## src/rtl/timer14_pkg.sv

```systemverilog
package timer14_pkg;

    typedef enum logic [1:0] {
        CMD_NONE    = 2'b00,
        CMD_HALT    = 2'b01,
        CMD_HALT_TC = 2'b10,
        CMD_LAUNCH  = 2'b11
    } tcmd_e;

    // positions inside the two-bit mode field
    localparam int MODE_SQUARE = 0;
    localparam int MODE_AUTO   = 1;
    localparam int MODE_W      = 2;
    localparam int BYTE_W      = 8;

endpackage

```

## src/rtl/t14_length_reg.sv

```systemverilog
module t14_length_reg
    import timer14_pkg::*;
#(
    parameter int CNT_W = 14
) (
    input  logic                 clk,
    input  logic                 rst_n,
    input  logic                 wr_en,
    input  logic                 wr_sel,
    input  logic [BYTE_W-1:0]    wr_data,
    output logic [CNT_W-1:0]     len_o,
    output logic [MODE_W-1:0]    mode_o
);
    localparam int HI_W = CNT_W - BYTE_W;
    localparam logic [CNT_W-1:0] MIN_LEN = CNT_W'(2);

    typedef struct packed {
        logic [CNT_W-1:0]  len;
        logic [MODE_W-1:0] mode;
    } stage_t;

    stage_t s_d, s_q;

    always_comb begin
        s_d = s_q;
        if (wr_en) begin
            if (!wr_sel) begin
                s_d.len[BYTE_W-1:0] = wr_data;
            end else begin
                s_d.len[CNT_W-1:BYTE_W] = wr_data[HI_W-1:0];
                s_d.mode = wr_data[BYTE_W-1 -: MODE_W];
            end
        end
    end

    always_ff @(posedge clk or negedge rst_n) begin
        if (!rst_n) s_q <= '0;
        else        s_q <= s_d;
    end

    assign len_o  = (s_q.len < MIN_LEN) ? MIN_LEN : s_q.len;
    assign mode_o = s_q.mode;

endmodule

```

## src/rtl/t14_count_core.sv

```systemverilog
module t14_count_core
    import timer14_pkg::*;
#(
    parameter int CNT_W = 14
) (
    input  logic                 clk,
    input  logic                 rst_n,
    input  logic                 tick,
    input  logic                 cmd_valid,
    input  logic [1:0]           cmd,
    input  logic [CNT_W-1:0]     new_len,
    input  logic [MODE_W-1:0]    new_mode,
    output logic [CNT_W-1:0]     count_o,
    output logic [CNT_W-1:0]     len_o,
    output logic [MODE_W-1:0]    mode_o,
    output logic                 running_o,
    output logic                 tc_o
);
    localparam logic [CNT_W-1:0] ONE = CNT_W'(1);

    typedef struct packed {
        logic              running;
        logic [CNT_W-1:0]  count;
        logic [CNT_W-1:0]  len;
        logic [MODE_W-1:0] mode;
        logic              pend_launch;
        logic              pend_halt;
        logic              tc;
    } core_t;

    core_t s_d, s_q;
    tcmd_e op;

    always_comb begin
        op = cmd_valid ? tcmd_e'(cmd) : CMD_NONE;
        s_d = s_q;
        s_d.tc = 1'b0;
        if (!s_q.running) begin
            if (op == CMD_LAUNCH) begin
                s_d.running     = 1'b1;
                s_d.count       = new_len;
                s_d.len         = new_len;
                s_d.mode        = new_mode;
                s_d.pend_launch = 1'b0;
                s_d.pend_halt   = 1'b0;
            end
        end else begin
            unique case (op)
                CMD_HALT: begin
                    s_d.running     = 1'b0;
                    s_d.pend_launch = 1'b0;
                    s_d.pend_halt   = 1'b0;
                end
                CMD_HALT_TC: begin
                    s_d.pend_halt   = 1'b1;
                    s_d.pend_launch = 1'b0;
                end
                CMD_LAUNCH: begin
                    s_d.pend_launch = 1'b1;
                    s_d.pend_halt   = 1'b0;
                end
                default: ;
            endcase
            if (tick && op != CMD_HALT) begin
                if (s_q.count <= ONE) begin
                    s_d.tc = 1'b1;
                    if (s_d.pend_launch) begin
                        s_d.len   = new_len;
                        s_d.mode  = new_mode;
                        s_d.count = new_len;
                    end else begin
                        s_d.count = s_q.len;
                        if (s_d.pend_halt || !s_q.mode[MODE_AUTO])
                            s_d.running = 1'b0;
                    end
                    s_d.pend_launch = 1'b0;
                    s_d.pend_halt   = 1'b0;
                end else begin
                    s_d.count = s_q.count - ONE;
                end
            end
        end
    end

    always_ff @(posedge clk or negedge rst_n) begin
        if (!rst_n) s_q <= '0;
        else        s_q <= s_d;
    end

    assign count_o   = s_q.count;
    assign len_o     = s_q.len;
    assign mode_o    = s_q.mode;
    assign running_o = s_q.running;
    assign tc_o      = s_q.tc;

endmodule

```

## src/rtl/t14_out_shaper.sv

```systemverilog
module t14_out_shaper
    import timer14_pkg::*;
#(
    parameter int CNT_W   = 14,
    parameter bit REG_OUT = 1'b0
) (
    input  logic                 clk,
    input  logic                 rst_n,
    input  logic                 running,
    input  logic [MODE_W-1:0]    mode,
    input  logic [CNT_W-1:0]     count,
    input  logic [CNT_W-1:0]     len,
    input  logic                 tc,
    output logic                 out_o
);
    logic [CNT_W-1:0] half;
    logic             wave;

    always_comb begin
        half = len >> 1;
        if (mode[MODE_SQUARE]) wave = running && (count > half);
        else                   wave = tc;
    end

    generate
        if (REG_OUT) begin : g_reg
            logic out_d, out_q;
            assign out_d = wave;
            always_ff @(posedge clk or negedge rst_n) begin
                if (!rst_n) out_q <= 1'b0;
                else        out_q <= out_d;
            end
            assign out_o = out_q;
        end else begin : g_comb
            logic unused_clk;
            assign unused_clk = clk ^ rst_n;
            assign out_o = wave;
        end
    endgenerate

endmodule

```

## src/rtl/interval_timer14.sv

```systemverilog
module interval_timer14
    import timer14_pkg::*;
#(
    parameter int CNT_W = 14
) (
    input  logic        clk,
    input  logic        rst_n,
    input  logic        tick,
    input  logic        wr_en,
    input  logic        wr_sel,
    input  logic [7:0]  wr_data,
    input  logic        rd_sel,
    output logic [7:0]  rd_data,
    input  logic        cmd_valid,
    input  logic [1:0]  cmd,
    output logic        timer_out,
    output logic        tc_event
);
    localparam int HI_W = CNT_W - BYTE_W;

    logic [CNT_W-1:0]  prog_len;
    logic [MODE_W-1:0] prog_mode;
    logic [CNT_W-1:0]  cnt_w;
    logic [CNT_W-1:0]  act_len;
    logic [MODE_W-1:0] act_mode;
    logic              run_w;
    logic              tc_w;
    logic [7:0]        hi_byte;

    t14_length_reg #(.CNT_W(CNT_W)) u_len (
        .clk     (clk),
        .rst_n   (rst_n),
        .wr_en   (wr_en),
        .wr_sel  (wr_sel),
        .wr_data (wr_data),
        .len_o   (prog_len),
        .mode_o  (prog_mode)
    );

    t14_count_core #(.CNT_W(CNT_W)) u_core (
        .clk       (clk),
        .rst_n     (rst_n),
        .tick      (tick),
        .cmd_valid (cmd_valid),
        .cmd       (cmd),
        .new_len   (prog_len),
        .new_mode  (prog_mode),
        .count_o   (cnt_w),
        .len_o     (act_len),
        .mode_o    (act_mode),
        .running_o (run_w),
        .tc_o      (tc_w)
    );

    t14_out_shaper #(.CNT_W(CNT_W), .REG_OUT(1'b0)) u_shape (
        .clk     (clk),
        .rst_n   (rst_n),
        .running (run_w),
        .mode    (act_mode),
        .count   (cnt_w),
        .len     (act_len),
        .tc      (tc_w),
        .out_o   (timer_out)
    );

    always_comb begin
        hi_byte = '0;
        hi_byte[HI_W-1:0] = cnt_w[CNT_W-1:BYTE_W];
        hi_byte[BYTE_W-1 -: MODE_W] = act_mode;
    end

    assign rd_data  = rd_sel ? hi_byte : cnt_w[BYTE_W-1:0];
    assign tc_event = tc_w;

endmodule

```

## config.mk

```make
export PLATFORM = sky130hd
export DESIGN_NAME = interval_timer14
export DESIGN_NICKNAME = d
export VERILOG_FILES = /design/src/rtl/timer14_pkg.sv /design/src/rtl/t14_length_reg.sv /design/src/rtl/t14_count_core.sv /design/src/rtl/t14_out_shaper.sv /design/src/rtl/interval_timer14.sv
export SDC_FILE = /design/constraint.sdc
export NUM_CORES = 1
export LEC_CHECK = 0
export BUFFER_PORTS_ARGS = -buffer_cell sky130_fd_sc_hd__buf_2
export CORE_MARGIN = 3
export CORE_UTILIZATION = 50
export CTS_BUF_LIST = sky130_fd_sc_hd__clkbuf_16
export DETAILED_ROUTE_END_ITERATION = 7
export GPL_TIMING_DRIVEN = 1
export PLACE_DENSITY = 0.78
export RECOVER_POWER = 50
export SETUP_SLACK_MARGIN = 0.2
export SLEW_MARGIN = 25
export SYNTH_ARGS = -nofsm -noshare
export SYNTH_HDL_FRONTEND = slang
export SYNTH_SLANG_ARGS = --single-unit
```

## constraint.sdc

```tcl
create_clock -name clk -period 2.8 [get_ports clk]
set_input_delay 0.42 -clock clk [delete_from_list [all_inputs] [get_ports clk]]
set_output_delay 0.42 -clock clk [all_outputs]
set_load 0.05 [all_outputs]
```

After elaboration in Yosys (flattened, before gate mapping):

Index checks and enable logic that the tools add are counted.
Widths: inputs -> output; s select.

* register bits after elaboration: 50
* bits in latches: 0
* RAM bits: 0
* bits in read-only memories: 0
* input port bits: 17
* output and inout bits: 10
* logic and storage cells: 49
* memories kept: 0

* add/sub/neg operators: 1
* multiply operators: 0
* divide/modulo/power cells: 0
* order comparisons: 3
* eq/ne operators: 7
* shift operators: 0
* muxes and demuxes: 18
* bitwise logic cells: 1
* reduce and logical (&&, ||, !) cells: 9

Operators with widths (number)
* $mux 33: 2
* $mux 14: 3
* $mux 34: 1
* $mux 19: 1
* $mux 16: 1
* $gt 14x13->1: 1
* $le 14x1->1 const B: 1
* $lt 14x2->1 const B: 1
* $sub 14x1->14 const B: 1
* $mux 8: 1
* $mux 1: 6
* $ne 2x2->1 const B: 3
* $pmux 2 s3: 1
* $reduce_and 2->1: 3
* $eq 2x2->1 const B: 2
* $mux 2: 2
* $reduce_and 4->1: 1
* $eq 2x1->1 const B: 1
* $logic_and 1x1->1: 2
* $ne 2x1->1 const B: 1
* $reduce_bool 2->1: 1
* $logic_not 1->1: 1
* $logic_or 1x1->1: 1
* $not 1->1: 1

Longest topological paths before layout:

* word-level depth: 10
* gate-level depth with buffers: 8
* gate-level depth less buffers: 7

Cells and area by module:

From an unflattened synthesis, not the netlist that was laid out.

* cells, all modules: 378
* area total of the unflattened synthesis: 3838.7 µm²

Modules (own cells, without submodules)
* t14_count_core: times used 1, cells an instance 267, area an instance 2606.2 µm², seq. area each 850.8 µm²
* t14_length_reg: times used 1, cells an instance 56, area an instance 747.0 µm², seq. area each 400.4 µm²
* t14_out_shaper: times used 1, cells an instance 46, area an instance 354.1 µm², seq. area each 0.0 µm²
* interval_timer14: times used 1, cells an instance 9, area an instance 131.4 µm², seq. area each 0.0 µm²

Worst setup path before layout:

Ideal clock, no wire load.

* path type: register to output
* from: register u_core.s_q (netlist bit u_core.count_o[7])
* to: output port timer_out
* arrival time: 2.101 ns
* required time: 2.380 ns
* slack: 0.279 ns
* cell stages (with the launch flop): 6
* path buffers: 0
* cell sequence: dfrtp_1 > ha_1 > nand4_1 > nor4_1 > a221oi_1 > o22ai_1

* longest elaborated chain between the ends: 3

Ends and longest elaborated chain
* start: declaration: line t14_count_core.sv:31 `core_t s_d, s_q;`
* start signal: assignment: line t14_count_core.sv:86 `if (!rst_n) s_q <= '0;`
* start signal: assignment: line t14_count_core.sv:87 `else s_q <= s_d;`
* $gt 14x13->1: line t14_out_shaper.sv:21 `if (mode[MODE_SQUARE]) wave = running && (count > half);`
* $logic_and 1x1->1: line t14_out_shaper.sv:21
* $mux 1: line t14_out_shaper.sv:21
* end: declaration: line interval_timer14.sv:16 `output logic timer_out,`

Every way passes these cells.

Worst setup path after layout:

* from: register u_core.s_q (netlist bit u_core.len_o[10])
* to: output port timer_out

The elaborated chain is that of the path after synthesis.

==> results.toml <==
[outcome]
status = "complete, no violations"

[drt]
drc = 0
routed_via_density = 6.579
vias = 2921
met1_length_um = 4043
top_layer = "met4"
drt_iter0_markers = 310
wl_um = 9157
met2_length_um = 4125
route.met3.wl_um = 774
post_drt_wl_per_cell_um = 20.62
ant_nets = 0
drt-pass1-iter-count = 5

[pwr]
seq_power_share_pct = 32.7
p_leak_nw = 1.779
p_per_area_mw_per_mm2 = 1076
p_sw_mw = 1.878
vdd_ir_drop_max_v = 0.0005547
p_clk_share_pct = 14.1
combPwrFrac_pct = 53.2
p_sw_share_pct = 43.80
p_int_mw = 2.410

[worst_setup_path]
reg2reg_depth = 7
max_stage_delay_ns = 0.44
path_buf_inv = 2
r2r-end = "u_core.len_o[0]"
cp.required_ns = 2.38
crit_chain = "inv_2, ha_4, nand4_1, nor3_1, a211o_1, a221oi_2, o22ai_1, buf_4"
cp_top_family = "compound AO/OA/AOI/OAI gates"
crit_slowest_cell = "dfrtp_2"
r2r-start = "u_core.count_o[9]"
timing.reg2reg.setup_slack_ns = 0.41
crit_fanout = 4
end_kind = "output port"
worstSetupPathType = "flip-flop to output port"
critPathArrivalTime_ns = 2.21
start_kind = "flip-flop"

[timing]
finalCritPeriodShare_pct = 93.84
setup_violations = 0
hold_violations = 0
fin_hold_ws_ns = 0.2066
slew_headroom_pct = 39.17
clock.fmax_mhz = 380.6
tns_ns = 0
fin_crit_ns = 2.628
finClkSkew_ns = 0.005546
tightest_slew_ns = 0.9124
rsz0062_at_grt = "false"
fin_ws_ns = 0.1724
slew_violations = 0

[clock_tree]
clkTransAtPathRegs_ns = 0.07
clk_latency_ns = 0.29
clk_path_buf_depth = 2
htree_levels = 2
clk_root_buffer_cell = "clkbuf_16"
numClockSinks = 50
cts_tree = "yes"
numCtsBuffers = 5

[die]
placementRows = 29
start_util_pct = 52.93
die_w_um = 89.15
dieHeight_um = 89.15
io_pins = 27
core-area_mm2 = 0.006531
dieArea_mm2 = 0.007948

[cells_and_area]
final_util_pct = 61.00
final_layout_size_suffix_gt1_share_pct = 34.06
fin_nets = 398
area_delta_synth_final_pct = 15.24
multi_input_area_mm2 = 0.002076
fillers = 525
register_area_mm2 = 0.001265
insertedDiodeCount = 0
stdcell_count = 444

[global_routing]
grt_remaining_overflow = 0
grt_max_degree = 35
grt_pass1_wl_um = 14100
first_global_vias = 2702
grt_usage_pct = 23.25
antenna_found_initial = 0

[worst_hold_path]
min_path_type = "primary input to asynchronous set/reset pin"

[flow_run]
cap_violations = 0

[synthesis]
synth_warnings = 0
syn_area_mm2 = 0.003457
syn_area_per_cell_um2 = 10.57
postSynthCellCount = 327
yosysSeqAreaShare_pct = 36.19
yosys_most_used_dff = "dfrtp_1"
synth-seq-cells = 50
synth_area_leader_cell = "dfrtp_1"
ys_types = 61
synth_edf_count = 0
ys_top_cells_by_area = "dfrtp_1 36%, mux2_2 9.8%, ha_1 5.4%, mux2i_1 5.2%, mux2_4 4.3%"
syn_nets = 359
synth.top_cell.area_share_pct = 36.19
async_flop_share_pct = 100.0

[place]
dpl.cell_count = 421
dpl_worst_slack_ns = 0.3364
hpwl_um = 6283
io_buffers = 26
place_congestion = 0.9736
==> power by group through the flow <==
stage	sequential [mW]	clock [mW]	combinational, mW
final	1.40	0.605	2.28
after global routing	1.43	0.642	2.46
after CTS	1.40	0.615	1.95
after detailed placement	1.43	0	1.87
after global placement	1.41	0	1.82
after floorplan	1.24	0	1.56
==> cells by family (layout without fill, tap and decap cells) <==
logic type	Yosys count	count (layout)	synth area share, %
AND/OR/NAND/NOR	66	66	11.84
flip-flops	50	50	36.19
AO/OA/AOI/OAI	89	89	19.00
buffers and inverters	39	79	5.682
multiplexers	58	58	19.33
adder cells (fa/ha/maj)	15	15	5.429
XOR/XNOR	10	10	2.534
==> stage by stage <==
stage | cell area, um^2 | power (mW)
5_1_grt | 3984 | 4.539
3_3_place_gp | 3650 | 3.233
3_5_place_dp | 3650 | 3.299
6_report | 3984 | 4.287
4_1_cts | 3826 | 3.972
2_1_floorplan | 3457 | 2.800
==> timing repair <==
item                                    4_1_cts  5_1_grt
resized for setup                             4       18
hold buffers                                  0        0
endpoints found under the setup margin        1        1
pin swaps                                     0        6
setup buffers                                 2       13
cloned                                        0        0
==> worst max path at each step <==
| stage | startpoint | endpoint | slack [ns] | depth (start not counted) |
|---|---|---|---|---|
| final | u_core.len_o[10] | timer_out | 0.17 | 8 |
| after CTS | u_core.count_o[7] | timer_out | 0.21 | 7 |
| after global placement | u_core.count_o[7] | timer_out | 0.35 | 7 |
| after global routing | u_core.len_o[10] | timer_out | 0.13 | 8 |
| after floorplan | u_core.count_o[7] | timer_out | 0.28 | 5 |
| after detailed placement | u_core.count_o[7] | timer_out | 0.34 | 7 |
==> cell type report <==
class,count,share of cell area (%)
Clock buffer,5,3.141
Sequential cell,50,31.75
Tap cell,77,2.418
Inverter,20,1.884
Clock inverter,3,0.5025
Multi-Input combinational cell,238,52.10
Timing Repair Buffer,51,8.197
==> cell usage in the layout, fill, tap and decap left out, types with 3 or more instances in the layout <==
cell type / Yosys / routed
o221ai_1: 5 / 5
dfrtp_2: 0 / 11
a21oi_1: 9 / 8
xor2_1: 3 / 3
buf_2: 3 / 22
nand4_1: 3 / 3
clkbuf_16: 0 / 5
a21o_1: 8 / 8
mux2_2: 30 / 30
o211ai_1: 8 / 8
nand3_1: 7 / 7
xnor2_1: 7 / 7
nor2b_1: 3 / 3
buf_4: 2 / 24
a32oi_1: 5 / 5
a221o_1: 4 / 4
inv_1: 20 / 18
mux2i_1: 18 / 18
o21ai_0: 15 / 14
a211oi_1: 5 / 5
nor3b_1: 6 / 6
a22oi_1: 9 / 9
dfrtp_1: 50 / 39
clkbuf_1: 8 / 3
ha_1: 15 / 11
nand2_1: 17 / 17
ha_4: 0 / 4
mux2_4: 10 / 10
nor3_1: 3 / 3
nor4_2: 2 / 3
nor2_1: 8 / 8
==> worst reg2reg max path: stages (launching register included) <==
cell and delay (ns):
dfrtp_2 0.45, buf_4 0.16, nor4_4 0.38, and3b_1 0.29
nand3_4 0.13, a21oi_4 0.34, buf_12 0.20, mux2_2 0.34
==> routing by layer <==
metal  vias up  GRT usage, %
met3        22         4.608
met1      1428         33.93
met2       159         34.36
met4         0         8.119
li1       1312             -
met5         -             0
==> state kept, by name (all words and copies together), names as in the netlist <==
signal	cells
u_core.count_o	14
u_core.len_o	14
u_core.mode_o	2
u_core.running_o	1
u_core.s_q	2
u_core.tc_o	1
u_len.mode_o	2
u_len.s_q	14
==> synth_stat cells (6+ instances only) <==
library cell and instances:
o211ai_1 8, a21o_1 8, a21oi_1 9, nor3b_1 6, clkbuf_1 8, mux2_2 30
dfrtp_1 50, nor2_1 8, xnor2_1 7, a22oi_1 9, mux2_4 10, nand3_1 7
o21ai_0 15, ha_1 15, inv_1 20, mux2i_1 18, nand2_1 17
Power figures use the tool's default switching activity.
